## src/rtl/fpsr_pkg.sv

```systemverilog
package fpsr_pkg;
  localparam int NFLAG    = 5;
  localparam int CEXC_LSB = 0;
  localparam int AEXC_LSB = 5;
  localparam int FTT_LSB  = 14;
  localparam int FTT_W    = 3;
  localparam int TEM_LSB  = 23;
  localparam int RND_LSB  = 30;
  localparam int RND_W    = 2;
  localparam int NMODE    = 1 << RND_W;

  typedef enum logic [RND_W-1:0] {
    RC_NEAREST = 2'b00,
    RC_ZERO    = 2'b01,
    RC_PLUS    = 2'b10,
    RC_MINUS   = 2'b11
  } rnd_code_t;

  // Incoming order: 0 nv, 1 dz, 2 of, 3 uf, 4 nx.
  // Register order: 0 nx, 1 dz, 2 uf, 3 of, 4 nv.
  function automatic logic [NFLAG-1:0] remap_flags(input logic [NFLAG-1:0] raw);
    logic [NFLAG-1:0] m;
    m[0] = raw[4];
    m[1] = raw[1];
    m[2] = raw[3];
    m[3] = raw[2];
    m[4] = raw[0];
    return m;
  endfunction
endpackage

```

## src/rtl/fpsr_flag_merge.sv

```systemverilog
module fpsr_flag_merge
  import fpsr_pkg::*;
#(
  parameter int W = 32,
  parameter logic [FTT_W-1:0] FTT_IEEE = 3'b001
) (
  input  logic [W-1:0]     cur,
  input  logic [NFLAG-1:0] raw_flags,
  output logic [W-1:0]     nxt,
  output logic             trap_due
);
  logic [NFLAG-1:0] cexc_upd;
  logic [NFLAG-1:0] enables;

  always_comb begin
    cexc_upd = cur[CEXC_LSB +: NFLAG] | remap_flags(raw_flags);
    enables  = cur[TEM_LSB +: NFLAG];
    trap_due = |(cexc_upd & enables);
    nxt      = cur;
    nxt[CEXC_LSB +: NFLAG] = cexc_upd;
    if (trap_due) begin
      nxt[FTT_LSB +: FTT_W] = FTT_IEEE;
    end else begin
      nxt[AEXC_LSB +: NFLAG] = cur[AEXC_LSB +: NFLAG] | cexc_upd;
    end
  end
endmodule

```

## src/rtl/fpsr_load_merge.sv

```systemverilog
module fpsr_load_merge #(
  parameter int W = 32,
  parameter logic [W-1:0] NARROW_MASK = 32'hCF8003FF,
  parameter logic [W-1:0] WIDE_MASK   = 32'hCF81C3FF
) (
  input  logic [W-1:0] cur,
  input  logic [W-1:0] data,
  input  logic         wide,
  output logic [W-1:0] loaded
);
  for (genvar b = 0; b < W; b++) begin : g_bit
    logic wr_ok;
    assign wr_ok     = wide ? WIDE_MASK[b] : NARROW_MASK[b];
    assign loaded[b] = wr_ok ? data[b] : cur[b];
  end
endmodule

```

## src/rtl/fpsr_rnd_decode.sv

```systemverilog
module fpsr_rnd_decode
  import fpsr_pkg::*;
(
  input  logic [RND_W-1:0] code,
  output logic [NMODE-1:0] mode_oh
);
  always_comb begin
    unique case (rnd_code_t'(code))
      RC_NEAREST: mode_oh = 4'b0001;
      RC_ZERO:    mode_oh = 4'b0010;
      RC_PLUS:    mode_oh = 4'b0100;
      RC_MINUS:   mode_oh = 4'b1000;
      default:    mode_oh = 4'b0010;
    endcase
  end
endmodule

```

## src/rtl/fpsr_ctrl.sv

```systemverilog
module fpsr_ctrl
  import fpsr_pkg::*;
#(
  parameter int W = 32,
  parameter int TN_W = 8,
  parameter logic [TN_W-1:0] TRAP_NUM = 8'h08,
  parameter logic [W-1:0] NARROW_MASK = 32'hCF8003FF,
  parameter logic [W-1:0] WIDE_MASK   = 32'hCF81C3FF
) (
  input  logic             clk,
  input  logic             rst_n,
  input  logic             flag_valid,
  output logic             flag_ready,
  input  logic [NFLAG-1:0] flag_bits,
  input  logic             ld_en,
  input  logic             ld_wide,
  input  logic [W-1:0]     ld_data,
  output logic [W-1:0]     fsr,
  output logic [NMODE-1:0] rnd_mode,
  output logic             trap_req,
  output logic [TN_W-1:0]  trap_num
);
  logic [W-1:0] fsr_q;
  logic [W-1:0] merged;
  logic [W-1:0] loaded;
  logic         due;
  logic         trap_q;
  logic         take;

  assign flag_ready = !ld_en;
  assign take       = flag_valid && flag_ready && (|flag_bits);

  fpsr_flag_merge #(.W(W)) u_merge (
    .cur(fsr_q), .raw_flags(flag_bits), .nxt(merged), .trap_due(due)
  );

  fpsr_load_merge #(.W(W), .NARROW_MASK(NARROW_MASK), .WIDE_MASK(WIDE_MASK)) u_load (
    .cur(fsr_q), .data(ld_data), .wide(ld_wide), .loaded(loaded)
  );

  fpsr_rnd_decode u_rnd (
    .code(fsr_q[RND_LSB +: RND_W]), .mode_oh(rnd_mode)
  );

  always_ff @(posedge clk) begin
    if (!rst_n) begin
      fsr_q  <= '0;
      trap_q <= 1'b0;
    end else begin
      trap_q <= 1'b0;
      if (ld_en) begin
        fsr_q <= loaded;
      end else if (take) begin
        fsr_q  <= merged;
        trap_q <= due;
      end
    end
  end

  assign fsr      = fsr_q;
  assign trap_req = trap_q;
  assign trap_num = trap_q ? TRAP_NUM : '0;

  // accrued field frozen across a trap, trap type stamped
  a_r4_accrued_frozen: assert property (@(posedge clk) disable iff (!rst_n)
    trap_req |-> fsr[AEXC_LSB +: NFLAG] == $past(fsr[AEXC_LSB +: NFLAG]));
  a_r4_ftt_stamped: assert property (@(posedge clk) disable iff (!rst_n)
    trap_req |-> fsr[FTT_LSB +: FTT_W] == 3'b001);
  // a beat never clears a current-exception bit
  a_r2_cexc_sticky: assert property (@(posedge clk) disable iff (!rst_n)
    (flag_valid && flag_ready) |=>
      (fsr[CEXC_LSB +: NFLAG] & $past(fsr[CEXC_LSB +: NFLAG])) == $past(fsr[CEXC_LSB +: NFLAG]));
  // empty flag vector holds the word
  a_r5_zero_hold: assert property (@(posedge clk) disable iff (!rst_n)
    (flag_valid && flag_ready && flag_bits == '0) |=> ($stable(fsr) && !trap_req));
  // a load cycle never produces a trap
  a_r9_load_no_trap: assert property (@(posedge clk) disable iff (!rst_n)
    ld_en |=> !trap_req);
  // exactly one rounding mode
  a_r6_onehot: assert property (@(posedge clk) disable iff (!rst_n)
    $countones(rnd_mode) == 1);
endmodule

```

## config.mk

```make
export PLATFORM = sky130hd
export DESIGN_NAME = fpsr_ctrl
export DESIGN_NICKNAME = d
export VERILOG_FILES = /design/src/rtl/fpsr_pkg.sv /design/src/rtl/fpsr_flag_merge.sv /design/src/rtl/fpsr_load_merge.sv /design/src/rtl/fpsr_rnd_decode.sv /design/src/rtl/fpsr_ctrl.sv
export SDC_FILE = /design/constraint.sdc
export NUM_CORES = 1
export LEC_CHECK = 0
export BUFFER_PORTS_ARGS = -buffer_cell sky130_fd_sc_hd__buf_2
export CAP_MARGIN = 10
export CORE_MARGIN = 4
export CORE_UTILIZATION = 41
export CTS_CLUSTER_DIAMETER = 50
export CTS_CLUSTER_SIZE = 14
export DETAILED_ROUTE_END_ITERATION = 8
export GPL_TIMING_DRIVEN = 0
export PLACE_DENSITY = 0.89
export SETUP_SLACK_MARGIN = 0.5
export SLEW_MARGIN = 10
export SYNTH_ARGS = -nofsm -noshare
export SYNTH_HDL_FRONTEND = slang
export SYNTH_SLANG_ARGS = --single-unit
export TNS_END_PERCENT = 10
```

## constraint.sdc

```tcl
create_clock -name clk -period 1.67 [get_ports clk]
set_clock_uncertainty 0.1 [all_clocks]
set_input_delay 0.0835 -clock clk [delete_from_list [all_inputs] [get_ports clk]]
set_output_delay 0.0835 -clock clk [all_outputs]
set_load 0.005 [all_outputs]
```

== Word level (Yosys, flattened, before mapping) ==
Cells that the tools add are included.
Cells by class
  bitwise gates (word level): 5
  equality and inequality tests: 5
  reductions and logical operators: 11
  muxes and demuxes: 10
Operator list (count)
  2-to-1 mux 32 bit: 1
  2-to-1 mux 17 bit: 1
  case mux 4 bit (4 select lines): 1
  bitwise OR 5 bit: 2
  OR reduction 5 bit: 2
  AND 5 bit: 1
  2-to-1 mux 5 bit: 1
  equality test 2 bit, second input constant: 2
  2-to-1 mux 1 bit: 4
  2-to-1 mux 4 bit: 1
  nonzero test 2 bit: 2
  2-to-1 mux 3 bit: 1
  AND reduction 3 bit: 1
  OR reduction 3 bit: 1
  equality test 2 x 1 -> 1 bit, second input constant: 1
  logical AND 1 bit: 2
  logical NOT 2 bit: 1
  inequality test 2 x 1 -> 1 bit, second input constant: 1
  inequality test 2 bit, second input constant: 1
  NOT 1 bit: 2
  AND reduction 2 bit: 1
  logical NOT 1 bit: 1
Word-level totals
  input bits: 42
  register bits: 21
  output and inout bits: 46
  word-level logic and storage cells: 36

== Depth between registers and ports, before layout ==
  depth in word-level cells: 6
  depth in mapped cells: 5
  mapped depth without buffers: 4

== Modules after synthesis ==
A second synthesis with hierarchy kept.
Second synthesis, totals
  cell total of the unflattened synthesis: 347
  area total of the unflattened synthesis: 2670.1 µm²
Modules (own cells, without submodules)
  fpsr_ctrl: area each 2058.2 µm², instances 1, cells an instance 265, seq. area each 660.6 µm²
  fpsr_flag_merge: area each 334.1 µm², instances 1, cells an instance 46, seq. area each 0.0 µm²
  fpsr_load_merge: area each 251.5 µm², instances 1, cells an instance 32, seq. area each 0.0 µm²
  fpsr_rnd_decode: area each 26.3 µm², instances 1, cells an instance 4, seq. area each 0.0 µm²

== Worst setup path after synthesis ==
No wires, ideal clock.
  path type: flip-flop to flip-flop
  start point: register fsr_q[1] (netlist: fsr[1])
  end point: register fsr_q[14] (netlist: fsr[14])
  setup slack: 0.507 ns
  stages on the path, launching flop included: 5
  period minus slack after synthesis: 1.163 ns
  data arrival time: 0.949 ns
  path buffers: 0
  library setup time: 0.114 ns
  cell sequence: dfxtp_1 > o21ai_0 > and4_1 > nand2_1 > a21o_1
On the way
  cells in the longest elaborated chain, start to end: 5
RTL lines
  start, declared: RTL line fpsr_ctrl.sv:23  | logic [W-1:0] fsr_q;
  start signal, assigned: RTL line fpsr_ctrl.sv:52  | fsr_q <= loaded;
  start signal, assigned: RTL line fpsr_ctrl.sv:54  | fsr_q <= merged;
  bitwise OR 5 bit: RTL line fpsr_flag_merge.sv:16  | cexc_upd = cur[CEXC_LSB +: NFLAG] | remap_flags(raw_flags);
  AND 5 bit: RTL line fpsr_flag_merge.sv:18  | trap_due = |(cexc_upd & enables);
  OR reduction 5 bit: RTL line fpsr_flag_merge.sv:18
  nonzero test 2 bit (no source line)
  AND reduction 3 bit (no source line)
No other way between the ends.
A chain may end at the register's enable or synchronous reset.

== Worst setup path after layout ==
  start point: register fsr_q[4] (netlist: fsr[4])
  end point: register fsr_q[9] (netlist: fsr[9])
On the way
  cells in the longest elaborated chain, start to end: 5
RTL lines (RTL line)
  bitwise OR 5 bit (*): fpsr_flag_merge.sv:16
  AND 5 bit / bitwise OR 5 bit (equally long branches): fpsr_flag_merge.sv:18, fpsr_flag_merge.sv:24
  OR reduction 5 bit / 2-to-1 mux 5 bit (equally long branches): fpsr_flag_merge.sv:18, fpsr_flag_merge.sv:21
  inequality test 2 bit (no source line) / 2-to-1 mux 17 bit (equally long branches)
  AND reduction 2 bit (no source line) / 2-to-1 mux 32 bit (equally long branches)
Mark *: on every way between the ends. The rest lies on a longest branch, timed or not. The select of a mux whose other input is x is not followed.

==> impl_metrics.json <==
{
  "wl_per_cell_um": 12.7,
  "path_clk_slew_ns": 0.11,
  "drc": 0,
  "ant_nets": 0,
  "worstSkewPairLatency_ns": 0.31,
  "drv_slew": 0,
  "power.density_nw_per_um2": 639,
  "num_vias": 1173,
  "required_ns": 1.81,
  "critPathCaptureType": "flip-flop",
  "synth_area_um2": 1070,
  "drt_iter0_drc": 34,
  "dieArea_um2": 3500,
  "ir_worst_vdd_mv": 0.459,
  "synth_xor_area_frac": 0,
  "clockRootBuffer": "clkbuf_4",
  "cts_tree": "done",
  "antenna_found_initial": 0,
  "cts_num_sinks": 21,
  "worstPathArrival_ns": 1.37,
  "pin_count": 88,
  "syn-instance-count": 124,
  "synth_simple_gate_area_frac": 0.140,
  "rsz0062_at_grt": "yes",
  "die_w_um": 59.2,
  "synth_area_per_cell_um2": 8.67,
  "crit_type": "flip-flop to flip-flop",
  "max_cap_violations": 0,
  "via_per_inst": 4.56,
  "hold_viol_final": 0,
  "ys_seq_elements": 21,
  "gr-max-usage-layer": "met2",
  "multiInputGateArea_um2": 574,
  "grt_max_degree": 12,
  "p_leak_uw": 0.000950,
  "setup_violations": 0,
  "fin_crit_ns": 1.22,
  "synth_cell_types": 24,
  "cts_max_level": 1,
  "clockBufferDepth": 2,
  "path_delay_family": "simple AND/OR/NAND/NOR gates",
  "start_util": 0.430,
  "num_rows": 18,
  "hp-class": "input port to flip-flop",
  "worst-path-max-fanout": 5,
  "synthAdderAreaFrac": 0,
  "grt_pass1_vias": 1097,
  "pre_cts_ws_ns": 0.326,
  "relSlewSlack": 0.665,
  "min_period_over_period": 0.733,
  "seq_area_frac_synth": 0.391,
  "path_buf_inv": 0,
  "grt_overflow": 0,
  "synth-compound-area-share": 0.173,
  "startpoint_type": "flip-flop",
  "die_y_um": 59.2,
  "drive_gt1_frac": 0.445,
  "grt_pass1_wl_um": 4830,
  "grt.total_usage": 0.185,
  "worstPathCellList": "o21ai_2 > and4_4 > nand3_4 > o22ai_2",
  "dp_hpwl_um": 2130,
  "met2_usage": 0.335,
  "numPortBuffers": 55,
  "gp_congestion": 0.790,
  "fillerInstances": 193,
  "grt_use_met3": 0.0501,
  "fmax_mhz": 816,
  "cts_buffers": 3,
  "reg2reg_slack_ns": 0.45,
  "core_um2": 2500,
  "final_nets": 270,
  "antennaDiodeCount": 0,
  "totalWireLength_um": 3260,
  "synth_top_family_by_area": "buffers and inverters",
  "synth_mux_area_frac": 0.112,
  "slowest_stage": "dfxtp_2",
  "cp_slowest_stage_delay_ns": 0.35,
  "use_met1": 0.197,
  "setup_slack_ns": 0.445,
  "ys_warn_count": 0,
  "tns_ns": 0,
  "area_growth_pct": 65.9,
  "dr.pass1.iters": 4,
  "regArea_um2": 425,
  "tightest_slew_ns": 0.498,
  "status": "completed"
}
==> per-stage QoR <==
| stage | cell area (um2) | hold WS (ns) | util | power, uW | std cells |
|---|---|---|---|---|---|
| after floorplan | 1140 | 0.131 | - | 718 | 142 |
| after detailed placement | 1460 | 0.229 | 0.582 | 821 | 227 |
| after CTS | 1740 | 0.00357 | 0.694 | 1120 | 256 |
| after global routing | 1780 | 0.0181 | 0.713 | 1210 | 257 |
| after global placement | 1460 | 0.220 | 0.582 | 815 | 227 |
| final | 1780 | 0.0123 | 0.713 | 1140 | 257 |
==> logic make-up after synthesis <==
group / after synthesis
DFF: 21
AOI/OAI and AO/OA: 32
and+or+nand+nor: 29
buffers and inverters: 29
other: 1
muxes: 12
==> area by class of cell <==
class | count | share of cell area
Timing Repair Buffer | 81 | 0.295
Multi-Input combinational cell | 92 | 0.322
Clock buffer | 4 | 0.0147
Tap cell | 30 | 0.0211
Inverter | 4 | 0.00842
Sequential cell | 21 | 0.239
Buffer | 25 | 0.100
==> synthesized netlist by cell type <==
cell type  count  area share
a211oi_2       1       0.012
a21o_1         2       0.014
a21oi_1       11       0.051
and2_1         2       0.012
and4_1         1      0.0082
buf_2          2      0.0093
buf_4         20        0.14
buf_6          1       0.010
clkbuf_1       2      0.0070
conb_1         1      0.0035
dfxtp_1       21        0.39
inv_1          4       0.014
mux2i_1       12        0.11
nand2_1        4       0.014
nand2b_1       2       0.012
nand2b_4       1       0.013
nand3_1        2      0.0093
nand3_2        1      0.0093
nor2_1        13       0.045
nor2b_1        2       0.012
nor4_1         1      0.0058
o21ai_0       11       0.051
o221ai_1       2       0.016
o22ai_1        5       0.029
==> report_power, final <==
group	internal, uW	switching, uW	leakage, uW
sequential	540	26.9	0.000175
combinational	183	142	0.000760
clock	93.4	153	0.0000150
==> placed cells by master (no fill, tap or decap) <==
cell and n:
clkbuf_1 3, nand3_4 1, o22ai_1 2, a21o_1 2
nor2_1 13, inv_1 4, and4_4 1, nand3_1 2
nand2b_1 2, clkbuf_4 3, nor4_1 1, dfxtp_1 17
and2_1 2, nor2b_1 2, a21oi_1 11, mux2i_1 12
o21ai_1 1, a211oi_2 1, nand2b_4 1, buf_2 57
o22ai_2 3, o221ai_1 2, buf_6 1, dfxtp_2 4
buf_4 24, dlygate4sd3_1 22, nand2_2 1, o21ai_2 4
conb_1 19, nand2_1 3, o21ai_0 6
==> final timing paths <==
check | from | to | depth (start not counted)
worst max register to register | fsr[4] | fsr[9] | 4
worst max-delay path | fsr[4] | fsr[9] | 4
worst min register to register | fsr[16] | fsr[16] | 2
worst min-delay path | flag_bits[3] | fsr[7] | 3
==> sequential cells by signal (all words and copies together), names as in the netlist <==
register and cells:
trap_req 1, fsr 20
==> routing by layer <==
layer  wire length (um)  part of all wire  vias up
li1                   -                 -      593
met2               1680              0.52       50
met3                249             0.076        9
met4                 78             0.024        0
met1               1250              0.38      521
met5                  0                 0        -
==> timing repair <==
item,4_1_cts,5_1_grt
hold buffers,21,1
pin swaps,4,6
setup buffers,4,0
endpoints found under the setup margin,9,12
gates resized for setup,9,11
hold endpoints to repair,19,1
==> worst reg2reg max path: stages (launching register included) <==
cell and delay, ns:
dfxtp_2 0.35, o21ai_2 0.13, and4_4 0.27, nand3_4 0.12, o22ai_2 0.20
Power figures use the tool's default switching activity.
